<file path="config.mk">
export PLATFORM = sky130hd
export DESIGN_NAME = cursor_regfile
export DESIGN_NICKNAME = d
export VERILOG_FILES = /design/src/rtl/cursor_regfile.sv
export SDC_FILE = /design/constraint.sdc
export NUM_CORES = 1
export LEC_CHECK = 0
export ABC_AREA = 1
export BUFFER_PORTS_ARGS = -buffer_cell sky130_fd_sc_hd__buf_2
export CAP_MARGIN = 20
export CELL_PAD_IN_SITES_DETAIL_PLACEMENT = 1
export CELL_PAD_IN_SITES_GLOBAL_PLACEMENT = 1
export CORE_MARGIN = 3
export CORE_UTILIZATION = 45
export CTS_CLUSTER_SIZE = 30
export DETAILED_ROUTE_END_ITERATION = 16
export PLACE_DENSITY = 0.91
export REMOVE_ABC_BUFFERS = 1
export SKIP_LAST_GASP = 1
export SLEW_MARGIN = 20
export SYNTH_ARGS = -nofsm -noshare
export SYNTH_HDL_FRONTEND = slang
export SYNTH_SLANG_ARGS = --single-unit
</file>
<file path="constraint.sdc">
create_clock -name clk -period 2.6 [get_ports clk]
set_input_delay 0.26 -clock clk [delete_from_list [all_inputs] [get_ports clk]]
set_output_delay 0.26 -clock clk [all_outputs]
set_load 0.005 [all_outputs]
</file>
<file path="src/rtl/cursor_regfile.sv">
module cursor_regfile #(
  parameter int ADDR_W = 5
) (
  input  logic              clk,
  input  logic              rst_n,
  input  logic [ADDR_W-1:0] addr,
  input  logic [1:0]        size,
  input  logic [31:0]       wdata,
  input  logic              wr_en,
  input  logic              rd_en,
  input  logic              cur_en,
  output logic [31:0]       rdata,
  output logic              redefine,
  output logic              pos_upd,
  output logic [13:0]       pos_x,
  output logic [11:0]       pos_y
);
  localparam logic [31:0] OFS_MASK = 32'h87FF_FFF0;
  localparam logic [31:0] POS_MASK = 32'h3FFF_0FFF;
  localparam logic [31:0] HOT_MASK = 32'h003F_003F;
  localparam logic [31:0] CLR_MASK = 32'h00FF_FFFF;
  localparam logic [ADDR_W-1:0] LIMIT = ADDR_W'(5 * 4);

  logic [31:0] ofs_q, pos_q, hot_q, clra_q, clrb_q;
  logic [31:0] ofs_n, pos_n, hot_n, clra_n, clrb_n;
  logic [31:0] view, lane, wmask, merged;
  logic        red_n, upd_n;

  wire       hit = addr < LIMIT;
  wire [2:0] sel = addr[4:2];
  wire [4:0] bsh = {addr[1:0], 3'b000};

  assign lane   = (size == 2'd0) ? 32'h0000_00FF :
                  (size == 2'd1) ? 32'h0000_FFFF : 32'hFFFF_FFFF;
  assign wmask  = lane << bsh;
  assign merged = (view & ~wmask) | ((wdata << bsh) & wmask);
  assign pos_x  = pos_q[29:16];
  assign pos_y  = pos_q[11:0];

  always_comb begin
    case (sel)
      3'd0:    view = ofs_q;
      3'd1:    view = {ofs_q[31], pos_q[30:0]};
      3'd2:    view = {ofs_q[31], hot_q[30:0]};
      3'd3:    view = clra_q;
      3'd4:    view = clrb_q;
      default: view = '0;
    endcase
  end

  always_comb begin
    ofs_n  = ofs_q;
    pos_n  = pos_q;
    hot_n  = hot_q;
    clra_n = clra_q;
    clrb_n = clrb_q;
    red_n  = 1'b0;
    upd_n  = 1'b0;
    if (wr_en && hit) begin
      case (sel)
        3'd0: begin
          ofs_n = merged & OFS_MASK;
          red_n = ofs_n != ofs_q;
        end
        3'd1, 3'd2: begin
          if (sel == 3'd1) pos_n = merged & POS_MASK;
          else             hot_n = merged & HOT_MASK;
          ofs_n[31] = merged[31];
          red_n     = !merged[31] && ofs_q[31];
          upd_n     = (sel == 3'd1) && cur_en && !merged[31];
        end
        3'd3: begin
          clra_n = merged & CLR_MASK;
          red_n  = clra_n != clra_q;
        end
        3'd4: begin
          clrb_n = merged & CLR_MASK;
          red_n  = 1'b1;
        end
        default: ;
      endcase
    end
  end

  always_ff @(posedge clk or negedge rst_n) begin
    if (!rst_n) begin
      ofs_q    <= '0;
      pos_q    <= '0;
      hot_q    <= '0;
      clra_q   <= '0;
      clrb_q   <= '0;
      rdata    <= '0;
      redefine <= 1'b0;
      pos_upd  <= 1'b0;
    end else begin
      ofs_q    <= ofs_n;
      pos_q    <= pos_n;
      hot_q    <= hot_n;
      clra_q   <= clra_n;
      clrb_q   <= clrb_n;
      redefine <= red_n;
      pos_upd  <= upd_n;
      if (rd_en) rdata <= hit ? ((view >> bsh) & lane) : '0;
    end
  end
endmodule

</file>
==> flow_metrics.py <==
metrics = {
    "run_status": {
        "status": "complete, no violations",
    },
    "layout": {
        "nNetsFinal": 1306,
        "fillCellCount": 2290,
        "antenna_cells": 0,
        "syn2layout_area_growth_pct": 21.09,
        "drive_gt1_frac": 0.1925,
        "utilization": 0.5637,
    },
    "clock_tree": {
        "cts.sink_count": 143,
        "holdBufCountCts": 1,
        "cts_resized": 0,
        "clkLatencyLatePin_ps": 440,
        "clk_pin_slew_ps": 60,
        "root_buffer": "clkbuf_16",
        "numCtsBuffers": 17,
        "cts_tree": "yes",
        "postCtsSetupBuffers": 0,
        "htree_levels": 4,
        "clock_path_buffers": 2,
    },
    "floorplan": {
        "rows": 48,
        "ioPinCount": 104,
        "start_util": 0.4655,
        "core_um2": 17540,
        "die_h_um": 140.7,
        "chipWidth_um": 140.7,
        "die_area_um2": 19800,
    },
    "synthesis": {
        "ys_ff_latch": 143,
        "syn_area_um2": 8164,
        "synth_area_leader_cell": "dfrtp_1",
        "synth-edff-count": 0,
        "netlist.area_leader.share": 0.4383,
        "ys.warnings.count": 0,
        "synthTopCellsByArea": "dfrtp_1 (44%), nand2_1 (20%), o21ai_0 (10%), nand3_1 (5.6%), inv_1 (2.7%)",
        "synth_cell_type_count": 43,
        "ys.flop_type": "dfrtp_1",
        "async_reset_ff_frac": 1.000,
        "syn-instance-count": 1126,
        "synth_seq_area_share": 0.4383,
        "postSynthAreaPerCell_um2": 7.251,
    },
    "min_path": {
        "hold_end": "pos_upd",
        "hold_start": "cur_en",
        "min_path_type": "in -> reg",
        "hold_path_depth": 3,
    },
    "grt": {
        "antenna_found_initial": 0,
        "grt.total_usage": 0.3499,
        "grt_pass1_vias": 9682,
        "overflow": 0,
        "grt_pass1_wl_um": 53900,
        "grt_max_degree": 60,
    },
    "power_and_ir_drop": {
        "vdd.ir_drop.worst_mv": 0.5249,
        "p_total_mw": 7.539,
        "power_density_nw_per_um2": 762.7,
        "power_leakage_nw": 5.072,
    },
    "critical_path": {
        "crit_buf_inv": 3,
        "cp-end-kind": "register",
        "reg2reg_depth": 13,
        "cp_data_arrival_time_ps": 2680,
        "rr_endpoint": "redefine",
        "worstSetupStartpointType": "input pin",
        "cp.required_ps": 2940,
        "path_common_cell": "nand2_1",
        "regToRegSetupSlack_ps": 430,
        "cp_slowest_cell": "inv_1",
        "cp_max_fo": 17,
        "crit-reg2reg-launch": "clra_q[7]",
        "crit_chain": "buf_2, inv_8, nand2_1, nand2_2, inv_1, nand2_1, nand2_1, nand2_1, nand2_1, nand2_1, nor2_1, nand2_1, nor2_1, nand2_1, nand2_1, nand2_1, nand2_1, nand2_1",
        "crit_path_max_incr_delay_ps": 320,
        "crit_type": "in -> reg",
        "cpLargestDelayFamily": "simple AND/OR/NAND/NOR gates",
    },
    "detailed_routing": {
        "drcViolationCount": 0,
        "via_per_inst": 6.157,
        "routed_wl_um": 34490,
        "drtAntennaViolNets": 0,
        "first_iter_violations": 1050,
        "wl_per_cell_um": 23.02,
        "firstDrtPassIters": 5,
        "vias": 9223,
    },
    "place": {
        "dp_hpwl_um": 24020,
        "globalplace.congestion": 0.9781,
        "io_buffers": 101,
    },
    "sta": {
        "tns_ps": 0,
        "slew_headroom": 0.4325,
        "fin_skew_ps": 15.19,
        "finalHoldViolCount": 0,
        "setup_viol": 0,
        "fmax_ghz": 0.4276,
        "tightest_slew_ps": 850.0,
        "slew_violations": 0,
        "rsz0062_at_grt": "false",
        "period_share": 0.8996,
        "min_period_ps": 2339,
    },
    "run": {
        "maxCapViolations": 0,
    },
}
-- cell usage after synthesis (2+ instances only) --
library cell / n
a21oi_1: 11
dfrtp_1: 143
xnor2_1: 6
a22o_1: 2
or2_2: 8
xor2_1: 12
nor2_4: 4
nand2_2: 11
a22oi_1: 10
nand3_1: 91
clkbuf_1: 32
o21ai_0: 164
buf_6: 7
a32o_1: 3
buf_4: 4
buf_2: 9
o31ai_1: 7
nor2_2: 7
nor3_1: 6
inv_2: 6
nor2_1: 50
buf_1: 2
inv_4: 2
nand4_1: 18
nand3b_1: 3
nand2_1: 425
nor3_4: 2
o2111ai_1: 3
o211ai_1: 6
inv_1: 59
-- worst min-delay path, cell delays in order --
cell and delay (ps):
buf_2 100, nand2_1 60, nor2_1 40
-- metal layers --
layer	routed length [um]	global-route usage
met5	0	0
met4	2061	0.1836
met3	3069	0.07531
met2	16000	0.5731
met1	13350	0.4351
-- through the flow --
step	instances	hold slack, ps	area (um^2)	setup WS, ps
final	1498	68.48	9886	261.1
after global routing	1498	82.11	9886	138.7
after CTS	1498	54.02	9886	331.8
after detailed placement	1466	278.3	9226	20.25
after global placement	1466	271.9	9226	163.6
after floorplan	1072	-35.59	7883	-445.7
-- power breakdown --
part | switching [mW] | leakage (nW) | internal, mW | total, mW
clock | 1.01 | 0.320 | 1.73 | 2.74
sequential | 0.358 | 1.87 | 2.61 | 2.97
combinational | 1.18 | 2.88 | 0.648 | 1.82
total | 2.54 | 5.07 | 5.00 | 7.54
-- final cells by class --
cell class	instances	area, um^2	area share
multi-input combinational	860	4035	0.4082
sequential	143	3578	0.3620
tap	225	281.5	0.02848
clock inverter	8	151.4	0.01531
timing repair buffer	170	1070	0.1082
inverter	69	271.5	0.02746
clock buffer	23	498.0	0.05037
-- cells by family after synthesis --
family / count (synthesis) / share of synthesized area
other cells: 1 / 0.0004593
xor+xnor: 18 / 0.01931
flops: 143 / 0.4383
fa+ha+maj: 1 / 0.001532
buf+inv: 123 / 0.06774
compound gates: 211 / 0.1416
simple gates: 629 / 0.3310
-- placed cells by master (no fill, tap or decap), types with 6 or more instances in the layout --
cell type and count:
nand3_1 91, buf_4 65, dfrtp_1 143, a22oi_1 10
o21ai_0 164, clkbuf_16 17, nor2_2 8, nand4_1 18
nor2_1 49, inv_1 59, nor3_1 6, xnor2_1 6
buf_2 100, nand2_1 425, inv_2 6, nand2_2 11
o211ai_1 6, a21oi_1 11, xor2_1 12, or2_2 8
o31ai_1 7
-- worst max-delay path by stage --
stage	from	to	slack (ps)	depth (start not counted)
5_1_grt	addr[0]	redefine	140	18
2_1_floorplan	addr[1]	redefine	-450	11
3_5_place_dp	addr[4]	rdata[20]	20	7
6_report	addr[0]	redefine	260	18
4_1_cts	addr[0]	redefine	330	18
3_3_place_gp	addr[0]	redefine	160	18
-- registers in the layout, summed over array words and instances, names as in the netlist --
| name | count |
|---|---|
| hot_q | 12 |
| pos_upd | 1 |
| clra_q | 24 |
| pos_q | 26 |
| clrb_q | 24 |
| redefine | 1 |
| ofs_q | 24 |
| rdata | 31 |
No activity file was read; power rests on OpenSTA's default activity.
